--- src/rtl/chop_pkg.sv ---
`timescale 1ns/1ps
package chop_pkg;
  localparam int OFF_W = 5;
  localparam int FAST_W = 4;
  localparam int CFG_W = OFF_W + FAST_W + 3;
  localparam int EL_W = OFF_W + 1;

  typedef enum logic [1:0] {
    SR_NONE    = 2'd0,
    SR_ACTIVE  = 2'd1,
    SR_PASSIVE = 2'd2,
    SR_LOWSIDE = 2'd3
  } sr_mode_e;

  typedef struct packed {
    logic [OFF_W-1:0]  off_len;
    logic [FAST_W-1:0] fast_len;
    logic              mixed;
    sr_mode_e          sr;
  } chop_cfg_t;

  // Fast decay holds while fewer than fast_len ticks have elapsed (mixed only).
  function automatic logic in_fast(input logic [EL_W-1:0] el, input chop_cfg_t c);
    return c.mixed && (el < EL_W'(c.fast_len));
  endfunction

  // The tick ending the period is the one seen when off_len ticks have elapsed.
  function automatic logic off_last(input logic [EL_W-1:0] el, input chop_cfg_t c);
    return el == EL_W'(c.off_len);
  endfunction

  // Mode-specific stop condition for rectification.
  function automatic logic rect_cut(input sr_mode_e m, input logic zero, input logic rev);
    return ((m == SR_ACTIVE) && zero) || ((m == SR_PASSIVE) && rev);
  endfunction
endpackage

--- src/rtl/chop_tick.sv ---
`timescale 1ns/1ps
module chop_tick #(
  parameter int DIV = 4
) (
  input  logic clk,
  input  logic rst_n,
  input  logic clr,
  output logic tick
);
  localparam int CW = (DIV > 1) ? $clog2(DIV) : 1;
  logic [CW-1:0] cnt;

  assign tick = (cnt == CW'(DIV - 1));

  always_ff @(posedge clk or negedge rst_n) begin
    if (!rst_n)         cnt <= '0;
    else if (clr || tick) cnt <= '0;
    else                cnt <= cnt + 1'b1;
  end
endmodule

--- src/rtl/chop_seq.sv ---
`timescale 1ns/1ps
module chop_seq
  import chop_pkg::*;
#(
  parameter int BLANK_TICKS = 2
) (
  input  logic            clk,
  input  logic            rst_n,
  input  logic            halt,
  input  logic            tick,
  input  logic            trip,
  input  logic            chop,
  input  chop_cfg_t       cfg,
  output logic            off_q,
  output logic [EL_W-1:0] elapsed,
  output logic            blank,
  output logic            start,
  output logic            finish
);
  localparam int BW = (BLANK_TICKS > 0) ? $clog2(BLANK_TICKS + 1) : 1;
  logic [BW-1:0] blank_cnt;

  assign blank  = (blank_cnt != '0);
  // trip is masked by blanking, chop is not
  assign start  = !off_q && !halt && (chop || (trip && !blank));
  assign finish = off_q && tick && off_last(elapsed, cfg);

  always_ff @(posedge clk or negedge rst_n) begin
    if (!rst_n) begin
      off_q     <= 1'b0;
      elapsed   <= '0;
      blank_cnt <= '0;
    end else if (halt) begin
      off_q     <= 1'b0;
      elapsed   <= '0;
      blank_cnt <= '0;
    end else if (start) begin
      off_q   <= 1'b1;
      elapsed <= '0;
    end else if (finish) begin
      off_q     <= 1'b0;
      elapsed   <= '0;
      blank_cnt <= BW'(BLANK_TICKS);
    end else if (tick) begin
      if (off_q)      elapsed   <= elapsed + 1'b1;
      else if (blank) blank_cnt <= blank_cnt - 1'b1;
    end
  end
endmodule

--- src/rtl/chop_rect.sv ---
`timescale 1ns/1ps
module chop_rect
  import chop_pkg::*;
#(
  parameter int XOVER_TICKS = 2
) (
  input  logic            clk,
  input  logic            rst_n,
  input  logic            halt,
  input  logic            start,
  input  logic            off_q,
  input  logic [EL_W-1:0] elapsed,
  input  sr_mode_e        sr,
  input  logic            zero,
  input  logic            rev,
  output logic            rect_ok
);
  logic kill_q;

  always_ff @(posedge clk or negedge rst_n) begin
    if (!rst_n)                               kill_q <= 1'b0;
    else if (halt || start)                   kill_q <= 1'b0;
    else if (off_q && rect_cut(sr, zero, rev)) kill_q <= 1'b1;
  end

  // crossover delay before the rectifier is allowed on
  assign rect_ok = off_q && (sr != SR_NONE) && (elapsed >= EL_W'(XOVER_TICKS)) && !kill_q;
endmodule

--- src/rtl/offtime_chopper.sv ---
`timescale 1ns/1ps
module offtime_chopper
  import chop_pkg::*;
#(
  parameter int PRESCALE    = 4,
  parameter int BLANK_TICKS = 2,
  parameter int XOVER_TICKS = 2
) (
  input  logic             clk,
  input  logic             rst_n,
  input  logic             cfg_we_i,
  input  logic [CFG_W-1:0] cfg_wdata_i,
  input  logic             trip_i,
  input  logic             chop_i,
  input  logic             zero_i,
  input  logic             rev_lim_i,
  input  logic             fault_i,
  input  logic             uvlo_i,
  input  logic             sleep_i,
  output logic             src_en_o,
  output logic             snk_en_o,
  output logic             rect_en_o,
  output logic             fast_o,
  output logic             off_o
);
  chop_cfg_t       cfg_q;
  logic            wipe_w, dis_w, tick_w, off_q, blank_w, start_w, finish_w, rect_w;
  logic [EL_W-1:0] elapsed_w;
  logic            low_side_w;

  assign wipe_w = uvlo_i || sleep_i;
  assign dis_w  = wipe_w || fault_i;

  // configuration register, cleared while undervoltage or sleep
  always_ff @(posedge clk or negedge rst_n) begin
    if (!rst_n)        cfg_q <= '0;
    else if (wipe_w)   cfg_q <= '0;
    else if (cfg_we_i) cfg_q <= chop_cfg_t'(cfg_wdata_i);
  end

  chop_tick #(.DIV(PRESCALE)) u_tick (
    .clk(clk), .rst_n(rst_n), .clr(start_w || finish_w || dis_w), .tick(tick_w)
  );

  chop_seq #(.BLANK_TICKS(BLANK_TICKS)) u_seq (
    .clk(clk), .rst_n(rst_n), .halt(dis_w), .tick(tick_w), .trip(trip_i),
    .chop(chop_i), .cfg(cfg_q), .off_q(off_q), .elapsed(elapsed_w),
    .blank(blank_w), .start(start_w), .finish(finish_w)
  );

  chop_rect #(.XOVER_TICKS(XOVER_TICKS)) u_rect (
    .clk(clk), .rst_n(rst_n), .halt(dis_w), .start(start_w), .off_q(off_q),
    .elapsed(elapsed_w), .sr(cfg_q.sr), .zero(zero_i), .rev(rev_lim_i),
    .rect_ok(rect_w)
  );

  assign low_side_w = (cfg_q.sr == SR_LOWSIDE);

  // side selection and output gating
  assign src_en_o  = !dis_w && (!off_q || low_side_w);
  assign snk_en_o  = !dis_w && (!off_q || !low_side_w);
  assign rect_en_o = !dis_w && rect_w;
  assign fast_o    = !dis_w && off_q && in_fast(elapsed_w, cfg_q);
  assign off_o     = !dis_w && off_q;
endmodule

--- config.mk ---
export PLATFORM = sky130hd
export DESIGN_NAME = offtime_chopper
export DESIGN_NICKNAME = d
export VERILOG_FILES = /design/src/rtl/chop_pkg.sv /design/src/rtl/chop_tick.sv /design/src/rtl/chop_seq.sv /design/src/rtl/chop_rect.sv /design/src/rtl/offtime_chopper.sv
export SDC_FILE = /design/constraint.sdc
export NUM_CORES = 1
export LEC_CHECK = 0
export CAP_MARGIN = 20
export CORE_MARGIN = 2
export CORE_UTILIZATION = 46
export CTS_CLUSTER_DIAMETER = 30
export CTS_CLUSTER_SIZE = 12
export DETAILED_ROUTE_END_ITERATION = 8
export PLACE_DENSITY = 0.76
export SLEW_MARGIN = 20
export SYNTH_ARGS = -nofsm -noshare
export SYNTH_HDL_FRONTEND = slang
export SYNTH_SLANG_ARGS = --single-unit
--- constraint.sdc ---
create_clock -name clk -period 1.5 [get_ports clk]
set_input_delay 0.15 -clock clk [delete_from_list [all_inputs] [get_ports clk]]
set_output_delay 0.15 -clock clk [all_outputs]
set_load 0.02 [all_outputs]
Word level (Yosys, flattened, before mapping)
Cells that the tools add are included.
W data, S select, Z words.
{"block": "op_classes", "n_addsub": 3, "multipliers": 0, "div": 0, "n_lt_le_gt_ge": 2, "eq_ne": 7, "shift": 0, "muxes": 19, "n_bitwise": 0, "n_reduce_logical": 43}
{"operator": "$mux W6", "count": 5}
{"operator": "$mux W12", "count": 2}
{"operator": "$logic_and A1 B1 Y1", "count": 17}
{"operator": "$mux W2", "count": 7}
{"operator": "$logic_or A1 B1 Y1", "count": 10}
{"operator": "$reduce_bool A3 Y1", "count": 3}
{"operator": "$reduce_bool A2 Y1", "count": 4}
{"operator": "$reduce_bool A4 Y1", "count": 2}
{"operator": "$add A6 B1 Y6 const B", "count": 1}
{"operator": "$eq A2 B2 Y1 const B", "count": 3}
{"operator": "$eq A6 B5 Y1", "count": 1}
{"operator": "$ge A6 B2 Y1 const B", "count": 1}
{"operator": "$lt A6 B4 Y1", "count": 1}
{"operator": "$logic_not A1 Y1", "count": 5}
{"operator": "$mux W1", "count": 5}
{"operator": "$reduce_and A4 Y1", "count": 1}
{"operator": "$ne A3 B3 Y1 const B", "count": 1}
{"operator": "$add A2 B1 Y2 const B", "count": 1}
{"operator": "$eq A2 B1 Y1 const B", "count": 1}
{"operator": "$ne A2 B2 Y1 const B", "count": 1}
{"operator": "$reduce_and A2 Y1", "count": 1}
{"operator": "$sub A2 B1 Y2 const B", "count": 1}
{"block": "word_totals", "regBits": 24, "latchBits": 0, "ram_bits": 0, "romBits": 0, "out_inout_bits": 5, "elab_cells": 83, "mem_count": 0}

Logic depth before layout (Yosys ltp)
Gate-level depths: netlist of the first run.
{"block": "logic_depth", "ltp_word": 9, "mapped_depth": 6, "mapped_depth_nobuf": 6}

Modules after synthesis
A second synthesis of the first run with hierarchy kept.
{"block": "unflattened", "hier_cells": 134, "area_unflattened_um2": 1407.6}
{"module": "chop_seq", "n_inst": 1, "cells_per_inst": 63, "area_each_um2": 623.1}
{"module": "offtime_chopper", "n_inst": 1, "cells_per_inst": 58, "area_each_um2": 619.3}
{"module": "chop_tick", "n_inst": 1, "cells_per_inst": 5, "area_each_um2": 85.1}
{"module": "chop_rect", "n_inst": 1, "cells_per_inst": 8, "area_each_um2": 80.1}

Worst setup path before layout of the first run
No wires, ideal clock.
{"block": "synth_path", "path_kind": "register to register", "startpoint": "register u_seq.blank_cnt[0]", "endpoint": "register u_seq.elapsed[5]", "setup_time_ps": 87, "arrival_time_ps": 1544, "path_slack_ps": -132, "path_stages_with_launch": 7, "path_buffers": 0, "synth_period_minus_slack_ps": 1632, "cell_sequence": "dfrtp_1 inv_1 ha_1 a211o_4 a21oi_4 or4_4 a211oi_2"}
{"block": "synth_between", "elab_chain_len": 7}
{"item": "start, declared", "line_no": "chop_seq.sv:21", "rtl": "logic [BW-1:0] blank_cnt;"}
{"item": "start signal, assigned", "line_no": "chop_seq.sv:43", "rtl": "blank_cnt <= BW'(BLANK_TICKS);"}
{"item": "start signal, assigned", "line_no": "chop_seq.sv:46", "rtl": "else if (blank) blank_cnt <= blank_cnt - 1'b1;"}
{"item": "$reduce_bool A2 Y1 (*)", "line_no": "chop_seq.sv:23", "rtl": "assign blank = (blank_cnt != '0);"}
{"item": "$logic_not A1 Y1 (*)", "line_no": "chop_seq.sv:25", "rtl": "assign start = !off_q && !halt && (chop || (trip && !blank));"}
{"item": "$logic_and A1 B1 Y1 (*)", "line_no": "chop_seq.sv:25"}
{"item": "$logic_or A1 B1 Y1 (*)", "line_no": "chop_seq.sv:25"}
{"item": "$logic_and A1 B1 Y1 (*)", "line_no": "chop_seq.sv:25"}
{"item": "$reduce_bool A4 Y1 (no line) or $mux W6 (tied branches)"}
{"item": "$reduce_and A2 Y1 (no line) or $mux W6 (tied branches)"}
{"item": "end signal, assigned", "line_no": "chop_seq.sv:45", "rtl": "if (off_q) elapsed <= elapsed + 1'b1;"}
{"item": "end, declared", "line_no": "chop_seq.sv:15", "rtl": "output logic [EL_W-1:0] elapsed,"}
Every way passes the cells marked *; elsewhere a longest branch is shown, timed or not.
A chain may end at the register's enable or synchronous reset.

Worst setup path in the final report of the first run
{"block": "layout_path", "startpoint": "register u_seq.elapsed[4]", "endpoint": "output port rect_en_o"}
{"block": "layout_between", "elab_chain_len": 4}
{"item": "$ge A6 B2 Y1", "line_no": "chop_rect.sv:27", "rtl": "assign rect_ok = off_q && (sr != SR_NONE) && (elapsed >= EL_W'(XOVER_TICKS)) && !kill_q;"}
{"item": "$logic_and A1 B1 Y1 (2 in a row)", "line_no": "chop_rect.sv:27"}
{"item": "$logic_and A1 B1 Y1", "line_no": "offtime_chopper.sv:62", "rtl": "assign rect_en_o = !dis_w && rect_w;"}
{"item": "end, declared", "line_no": "offtime_chopper.sv:22", "rtl": "output logic rect_en_o,"}
Every way passes these cells.

==> results_dict.tcl, run 1 <==
set metrics [dict create \
    synth_cell_types 42 \
    chipWidth_microns 58.9 \
    synth_nets 163 \
    vias 1251 \
    tritoncts "done" \
    grt_pass1_wl_microns 5910 \
    drive_gt1_share_pct 35.1 \
    cts.sinks 24 \
    cp_max_fo 2 \
    fin_crit_sh_pct 124 \
    power_uw 1150 \
    die_area_sq_um 3470 \
    synthCells 134 \
    layout_setup_ws_ps -356 \
    ys_seq_elements 24 \
    violations "design-rule violations, negative setup slack" \
    syn_avg_cell_area_sq_um 10.4 \
    ir_worst_vdd_mv 0.452 \
    setup_viol 10 \
    fin_skew_ps 7.91 \
    worst_r2r_endpoint "u_seq.elapsed[4]" \
    overflow 0 \
    final_cells 219 \
    synth_top_cell_area_share_pct 43.3 \
    clk_path_buf_depth 2 \
    setup-tns-final_ps -1280 \
    hold_viol 0 \
    clock.fmax_ghz 0.539 \
    max_slew_margin_pct 77.2 \
    worstReg2RegStart "u_seq.blank_cnt[1]" \
    cp_data_required_time_ps 1350 \
    io_buffer_count 26 \
    slew_viol_final 0 \
    hpwl_microns 2600 \
    grt_max_degree 25 \
    drtAntennaViolNets 0 \
    rows 19 \
    io_pins 27 \
    numCtsBuffers 3 \
    path_class "flop to primary output" \
    crit_arrival_ps 1710 \
    start_util_pct 49.5 \
    fill_cells 221 \
    hold_slack_ps 162 \
    min_path_type "input pin to asynchronous set/reset pin" \
    fin_nets 219 \
    root_buffer "clkbuf_4" \
    yosysSeqAreaShare_pct 43.3 \
    rrSetupSlack_ps -120 \
    drt-initial-drc-count 62 \
    clk_latency_ps 320 \
    cp-start-kind "flop" \
    cts_hold_buf 0 \
    clkTransAtPathRegs_ps 130 \
    first_pass_iters 6 \
    antenna_found_initial 0 \
    multi_input_area_sq_um 860 \
    cts-htree-levels 1 \
    grt_pass1_vias 1293 \
    place_inst 210 \
    netlist_top_cells_area "dfrtp_1 43%, mux2i_1 8.7%, ha_1 6.3%" \
    yosysWarningCount 0 \
    routed_wl_microns 3570 \
    vias_per_cell 5.71 \
    rsz0062_at_grt "yes" \
    seqCellArea_sq_um 601 \
    grtUsageTotal_pct 23.0 \
    period_needed_ps 1860 \
    worst_slew_pin_slew_ps 338 \
    die_y_microns 58.9 \
    leakage_uw 0.000889 \
    post-route-drc-count 1 \
    netlist_area_sq_um 1390 \
    endpoint_kind "primary output" \
    worstRegToRegCells 6 \
    area_growth_pct 46.3 \
    outcome "complete, but fails checks" \
    detail_route.wl_per_cell_microns 16.3 \
    layout_common_cells "29 x buf_4, 24 x dfrtp_1, 18 x clkdlybuf4s50_1" \
    power_density_nw_per_um2 565 \
    core-area_sq_um 2810 \
    yosysTopAreaCell "dfrtp_1" \
    diodes 0 \
    place.gp.congestion 0.759 \
    final_common_cell "buf_4" \
    drv_cap 0 \
]
routing by layer:
metal  global-route usage (%)  vias up  share of wire (%)
met4                     10.4        0                1.7
li1                         -      595                  -
met5                        0        -                  0
met3                     3.30        4                4.9
met2                     39.8       32                 54
met1                     28.1      620                 39
worst max-delay path, cell delays in order (launching register included):
cell and delay (ps):
dfrtp_1 410, or4_4 560, o31ai_4 210, nor3_2 60
buf_4 150
state kept, by name (all words and copies together), names as in the netlist:
register         flops
cfg_q               12
u_rect.kill_q        1
u_tick.cnt           2
u_seq.blank_cnt      2
u_seq.off_q          1
u_seq.elapsed        6
synthesized netlist by cell type, drive strengths merged:
cell	n
nand4	1
a311oi	1
or4	2
a211oi	3
nand2b	1
ha	7
nand2	9
xor2	2
inv	6
nor2	15
or2	2
nor4	1
o22a	1
a21oi	5
o21ai	5
nor3b	2
o31a	2
and2	1
o211ai	1
nand3b	1
buf	3
a31oi	2
mux2i	12
a21o	2
nor4b	1
o41ai	2
o31ai	2
or3	4
or2b	1
a211o	1
nor3	5
clkbuf	1
xnor2	4
dfrtp	24
nand3	2
metrics by stage:
stage / util, % / instance area [sq um] / setup slack (ps)
final: 72.4 / 2030 / -356
after global routing: 72.4 / 2030 / -385
after CTS: 70.4 / 1970 / -399
after detailed placement: 66.4 / 1860 / -543
after global placement: 66.4 / 1860 / -508
after floorplan: - / 1400 / -63.3
cell type report:
| type | instances | share of cell area, % |
|---|---|---|
| flip-flops and latches | 24 | 29.6 |
| multi-input cells | 100 | 42.3 |
| repair buffers | 55 | 24.0 |
| clock buffers | 3 | 1.11 |
| well taps | 31 | 1.91 |
| inverters | 6 | 1.11 |
repair_timing:
action | CTS | global route
gates resized for setup | 39 | 10
pin swaps | 11 | 13
cloned | 0 | 0
endpoints found under the setup margin | 13 | 13
setup buffers | 5 | 1
power breakdown:
group	switching (uW)	internal [uW]	total, uW	leakage [uW]
logic	86.0	107	193	0.000544
registers	10.2	658	669	0.000331
clock network	192	94.3	286	0.0000138
logic make-up (layout without fill, tap and decap cells):
family / after synthesis / in the layout / synth area share [%]
multiplexers: 12 / 12 / 8.66
adder cells (fa/ha/maj): 7 / 7 / 6.31
flip-flops: 24 / 24 / 43.3
AND/OR/NAND/NOR: 48 / 48 / 19.4
AO/OA/AOI/OAI: 27 / 27 / 15.1
XOR/XNOR: 6 / 6 / 3.79
buffers and inverters: 10 / 64 / 3.43
how the worst max path moves through the flow:
stage,from,end,slack (ps)
after global routing,u_seq.elapsed[4],rect_en_o,-390
after detailed placement,sleep_i,rect_en_o,-540
after global placement,sleep_i,rect_en_o,-510
after floorplan,u_seq.blank_cnt[0],u_seq.elapsed[5],-60
final,u_seq.elapsed[4],rect_en_o,-360
after CTS,u_seq.elapsed[5],rect_en_o,-400
Note: power is estimated with default switching activity, not from simulation.
==> inputs of run 2 (changes only) <==
--- a/config.mk
+++ b/config.mk
@@ -7,11 +7,12 @@
 export LEC_CHECK = 0
 export CAP_MARGIN = 20
 export CORE_MARGIN = 2
-export CORE_UTILIZATION = 46
+export CORE_UTILIZATION = 51
 export CTS_CLUSTER_DIAMETER = 30
 export CTS_CLUSTER_SIZE = 12
 export DETAILED_ROUTE_END_ITERATION = 8
-export PLACE_DENSITY = 0.76
+export MAX_ROUTING_LAYER = met4
+export PLACE_DENSITY = 0.8
 export SLEW_MARGIN = 20
 export SYNTH_ARGS = -nofsm -noshare
 export SYNTH_HDL_FRONTEND = slang
==> constraint.sdc (replaced) <==
create_clock -name clk -period 1.9 [get_ports clk]
set_input_delay 0.19 -clock clk [delete_from_list [all_inputs] [get_ports clk]]
set_output_delay 0.19 -clock clk [all_outputs]
set_load 0.02 [all_outputs]
==> run 2 against run 1 <==
Net effect:
- the run now ends clean
- worst hold slack gained 45 ps
- critical path depth is the same
- register-to-register slack gained 240 ps
- critical endpoint unchanged
- global-route usage shrank 0.16 points
- final cell count shrank 5.0%
- flip-flop and latch count is the same
- sequential power shrank 21%
- clock power grew 34%
- wire length shrank 12%
- clock skew shrank 3.9 ps
- total power shrank 8.7%
- final area shrank 8.2%
- critical path type unchanged
==> results_dict.tcl, run 2 (synthesis results as in run 1) <==
set metrics [dict create \
    power_uw 1050 \
    grt_pass1_vias 1263 \
    drive_gt1_share_pct 21.3 \
    outcome "finished, final reports clean" \
    grtUsageMet2_pct 36.1 \
    post-route-drc-count 0 \
    fin_nets 208 \
    clk_latency_ps 320 \
    path_class "flop to primary output" \
    detail_route.wl_per_cell_microns 15.1 \
    die_area_sq_um 3150 \
    io_pins 27 \
    power_density_nw_per_um2 562 \
    endpoint_kind "primary output" \
    drtAntennaViolNets 0 \
    root_buffer "clkbuf_4" \
    grt_busiest_layer "met2" \
    place_inst 203 \
    comb_power_share_pct 13.2 \
    routed_wl_microns 3130 \
    tritoncts "done" \
    cp_data_required_time_ps 1710 \
    clock.fmax_ghz 0.534 \
    final_common_cell "dfrtp_1" \
    overflow 0 \
    hpwl_microns 2370 \
    grtUsageTotal_pct 22.8 \
    vias 1185 \
    layout_common_cells "24 x dfrtp_1, 21 x clkdlybuf4s50_1, 19 x buf_4" \
    setup_viol 0 \
    drv_cap 0 \
    seq_power_share_pct 50.4 \
    cts.sinks 24 \
    core-area_sq_um 2520 \
    rsz0062_at_grt "yes" \
    crit_arrival_ps 1680 \
    slew_viol_final 0 \
    ir_worst_vdd_mv 0.488 \
    die_y_microns 56.2 \
    diodes 0 \
    grt_use_met3_pct 3.02 \
    rows 18 \
    hold_viol 0 \
    cpMaxStageDelayCell "or4_4" \
    start_util_pct 55.0 \
    worstRegToRegCells 6 \
    clkPwrFrac_pct 36.4 \
    switchingPower_uw 237 \
    top_regs "cfg_q x12, u_seq.elapsed x6" \
    rrSetupSlack_ps 120 \
    clkTransAtPathRegs_ps 140 \
    clk_path_buf_depth 2 \
    antenna_found_initial 0 \
    swShare_pct 22.6 \
    internal_power_uw 811 \
    min_path_type "input pin to asynchronous set/reset pin" \
    place.gp.congestion 0.840 \
    worst_r2r_endpoint "u_seq.elapsed[5]" \
    grt.met1_usage_pct 29.8 \
    numCtsBuffers 3 \
    fin_crit_sh_pct 98.5 \
    crit_chain "or4_4 -> o31ai_4 -> nor3_1 -> buf_2" \
    cp_max_fo 2 \
    worst_slew_pin_slew_ps 575 \
    worstReg2RegStart "u_seq.blank_cnt[0]" \
    max_slew_margin_pct 61.4 \
    drt-initial-drc-count 31 \
    cts_hold_buf 0 \
    chipWidth_microns 56.2 \
    vias_per_cell 5.70 \
    final_cells 208 \
    cp-start-kind "flop" \
    first_pass_iters 4 \
    io_buffer_count 26 \
    cts-htree-levels 1 \
    fin_skew_ps 3.96 \
    period_needed_ps 1870 \
    regMostFlops "cfg_q" \
    area_growth_pct 34.4 \
    leakage_uw 0.000827 \
    grt_pass1_wl_microns 5620 \
    largest_register_ffs 12 \
    grt_max_degree 25 \
    crit_path_max_incr_delay_ps 560 \
]
[run 2: repair_timing]
action / in CTS / in global routing
endpoints found under the setup margin: 5 / 2
pin swaps: 1 / 4
resized for setup: 12 / 6
setup buffers: 1 / 0
[run 2: how the worst max path moves through the flow]
stage | startpoint | end | slack [ps] | depth (start not counted)
after detailed placement | sleep_i | rect_en_o | -220 | 6
after floorplan | u_seq.blank_cnt[0] | u_seq.elapsed[5] | 270 | 6
after global placement | sleep_i | rect_en_o | -190 | 6
after CTS | u_seq.elapsed[2] | rect_en_o | -60 | 4
after global routing | u_seq.elapsed[2] | rect_en_o | -20 | 4
final | u_seq.elapsed[4] | rect_en_o | 30 | 4
[run 2: cell type report]
type                            count  area (sq um)
Multi-Input combinational cell    100           767
Fill cell                         195           658
Sequential cell                    24           601
Timing Repair Buffer               44           384
Tap cell                           30          37.5
Clock inverter                      1          30.0
Clock buffer                        3          22.5
Inverter                            6          22.5
[run 2: through the flow]
step | util (%) | cell area [sq um] | worst slack [ps] | hold slack [ps] | setup TNS, ps
floorplan | - | 1390 | 268 | -106 | 0
CTS | 72.7 | 1830 | -64.0 | 212 | -73.1
global placement | 70.9 | 1790 | -191 | 427 | -606
global route | 73.9 | 1860 | -22.7 | 252 | -22.7
finish | 73.9 | 1860 | 27.9 | 207 | 0
detailed placement | 70.9 | 1790 | -217 | 439 | -832
[run 2: power by group through the flow]
stage	combinational (uW)	sequential, uW	clock [uW]
5_1_grt	152	530	400
3_5_place_dp	138	538	0
3_3_place_gp	133	537	0
4_1_cts	138	528	384
6_report	138	528	382
2_1_floorplan	60.5	535	0
[run 2: layer usage]
layer  up-vias  part of all wire (%)
met1       577                    45
met5         -                     0
met4         0                  0.96
met2        33                    51
met3         4                   3.9
li1        571                     -
[run 2: critical path, delay by kind of cell, from the launching register on]
kind                   cells  cell delay [ps]
DFF                        1              420
buffers and inverters      1              150
AOI/OAI and AO/OA          1              170
and+or+nand+nor            2              620
==> inputs of run 3 (changes only) <==
==> constraint.sdc (replaced) <==
create_clock -name clk -period 1.9 [get_ports clk]
set_input_delay 0.19 -clock clk [delete_from_list [all_inputs] [get_ports clk]]
set_output_delay 0.19 -clock clk [all_outputs]
set_load 0.1 [all_outputs]
==> run 3 against run 2 <==
Net effect:
- the flow now finishes with violations (negative setup slack)
- wire length up 4.5%
- total power is 14% lower
- flip-flop and latch count unchanged
- final area rose by 1.7%
- sequential power barely moved
- critical path type unchanged
- highest routed layer unchanged
==> results_dict.tcl, run 3 (synthesis results as in run 1) <==
set metrics [dict create \
    outcome "complete, but fails checks" \
    violations "negative setup slack" \
    seq_power_share_pct 58.6 \
    io_buffer_count 26 \
    antenna_found_initial 0 \
    period_needed_ps 1940 \
    die_y_microns 56.2 \
    crit_arrival_ps 1750 \
    grt_pass1_wl_microns 5390 \
    grtUsageTotal_pct 22.6 \
    detail_route.wl_per_cell_microns 16.4 \
    clkPwrFrac_pct 24.3 \
    final_util_pct 75.1 \
    hold_slack_ps 214 \
    comb_power_share_pct 17.1 \
    crit_chain "buf_6 -> ha_4 -> nor4b_4 -> nand2_1 -> a21oi_4 -> buf_12" \
    clk_path_buf_depth 2 \
    crit_path_max_incr_delay_ps 440 \
    clock.fmax_ghz 0.516 \
    drt-initial-drc-count 25 \
    die_area_sq_um 3150 \
    clkTransAtPathRegs_ps 130 \
    diodes 0 \
    drv_cap 0 \
    place.gp.congestion 0.796 \
    fin_nets 200 \
    fin_skew_ps 12.6 \
    post-route-drc-count 0 \
    numCtsBuffers 3 \
    cp-start-kind "flop" \
    slew_viol_final 0 \
    vias_per_cell 5.83 \
    grt_use_met3_pct 5.35 \
    root_buffer "clkbuf_4" \
    cp_max_fo 3 \
    grt_pass1_vias 1168 \
    layout_common_cells "21 x dfrtp_1, 21 x clkdlybuf4s50_1, 15 x nor2_1" \
    hpwl_microns 2310 \
    leakage_uw 0.000777 \
    cts_hold_buf 0 \
    setup_viol 1 \
    max_slew_margin_pct 61.3 \
    overflow 0 \
    rows 18 \
    tritoncts "done" \
    io_pins 27 \
    top_regs "cfg_q x12, u_seq.elapsed x6" \
    min_path_type "input pin to asynchronous set/reset pin" \
    core-area_sq_um 2520 \
    grt_max_degree 25 \
    switchingPower_uw 229 \
    first_pass_iters 4 \
    critPathTopFamily "flip-flops" \
    chipWidth_microns 56.2 \
    path_class "flop to primary output" \
    hold_viol 0 \
    endpoint_kind "primary output" \
    routed_wl_microns 3270 \
    start_util_pct 55.0 \
    power_density_nw_per_um2 477 \
    layout_setup_ws_ps -38.7 \
    startpoint "u_seq.elapsed[3]" \
    clk_latency_ps 320 \
    cts.sinks 24 \
    fin_crit_sh_pct 102 \
    rsz0062_at_grt "yes" \
    internal_power_uw 675 \
    cp_num_buf_inv 2 \
    worst_slew_pin_slew_ps 576 \
    drive_gt1_share_pct 23.7 \
    ir_worst_vdd_mv 0.491 \
    regMostFlops "cfg_q" \
    cts-htree-levels 1 \
    worstReg2RegStart "u_seq.blank_cnt[0]" \
    drtAntennaViolNets 0 \
    swShare_pct 25.3 \
    largest_register_ffs 12 \
    grtUsageMet2_pct 38.5 \
    area_growth_pct 36.6 \
    vias 1161 \
    cp_data_required_time_ps 1710 \
    cpMaxStageDelayCell "dfrtp_1" \
    grt.met1_usage_pct 26.4 \
    grt_busiest_layer "met2" \
]
==> run 3: cell count changes in the layout (fill, tap and decap cells not counted), sizes merged <==
| cell | previous run | this run |
|---|---|---|
| buf | 20 | 15 |
| bufinv | 1 | 0 |
| dlygate4sd2 | 3 | 0 |
==> run 3: worst register-to-register path: cells and delay by family (launching register included) <==
kind,cells,cell delay (ps)
flip-flops,1,410
AO/OA/AOI/OAI,3,490
adder cells (fa/ha/maj),1,220
buffers and inverters,1,90
AND/OR/NAND/NOR,1,530
==> run 3: power by group through the flow <==
stage	Sequential (uW)	Clock, uW	Combinational (uW)
after floorplan	535	0	75.7
after global placement	539	0	147
after detailed placement	539	0	152
after CTS	530	226	154
after global routing	532	242	166
final	530	219	155
==> run 3: final timing paths <==
check                           depth (start not counted)                to  slack (ps)
max in group asynchronous                               2  u_seq.elapsed[5]        1420
min in group clk                                        1     u_tick.cnt[0]         450
worst min-delay path                                    2  u_seq.elapsed[4]         210
worst max register to register                          6  u_seq.elapsed[5]          70
worst max-delay path                                    6            fast_o         -40
worst min register to register                          1     u_tick.cnt[0]         450
==> run 3: final cells by class <==
type | instances | area, sq um
Multi-Input combinational cell | 100 | 820
Tap cell | 30 | 37.5
Inverter | 6 | 22.5
Timing Repair Buffer | 36 | 389
Clock buffer | 3 | 22.5
Fill cell | 158 | 627
Sequential cell | 24 | 604
==> run 3: stage by stage <==
step	setup WS, ps	power, uW	instances	area (sq um)	setup TNS [ps]
final	-38.7	904	199	1900	-38.7
after detailed placement	-2.53	691	194	1810	-2.53
after floorplan	-189	611	134	1420	-189
after global routing	-103	940	199	1900	-159
after global placement	47.0	686	194	1810	0
after CTS	-48.5	909	199	1890	-67.8
==> run 3: timing repair <==
item | 4_1_cts | 5_1_grt
pin swaps | 5 | 6
gates resized for setup | 9 | 2
hold endpoints to repair | 0 | 0
buffers inserted | 2 | 0
endpoints found under the setup margin | 2 | 2
==> run 3: per-layer routing <==
metal  up-vias  wire length, microns
met5         -                     0
met2        37                  1690
met3         6                   157
met1       561                  1380
met4         0                    51
li1        557                     -
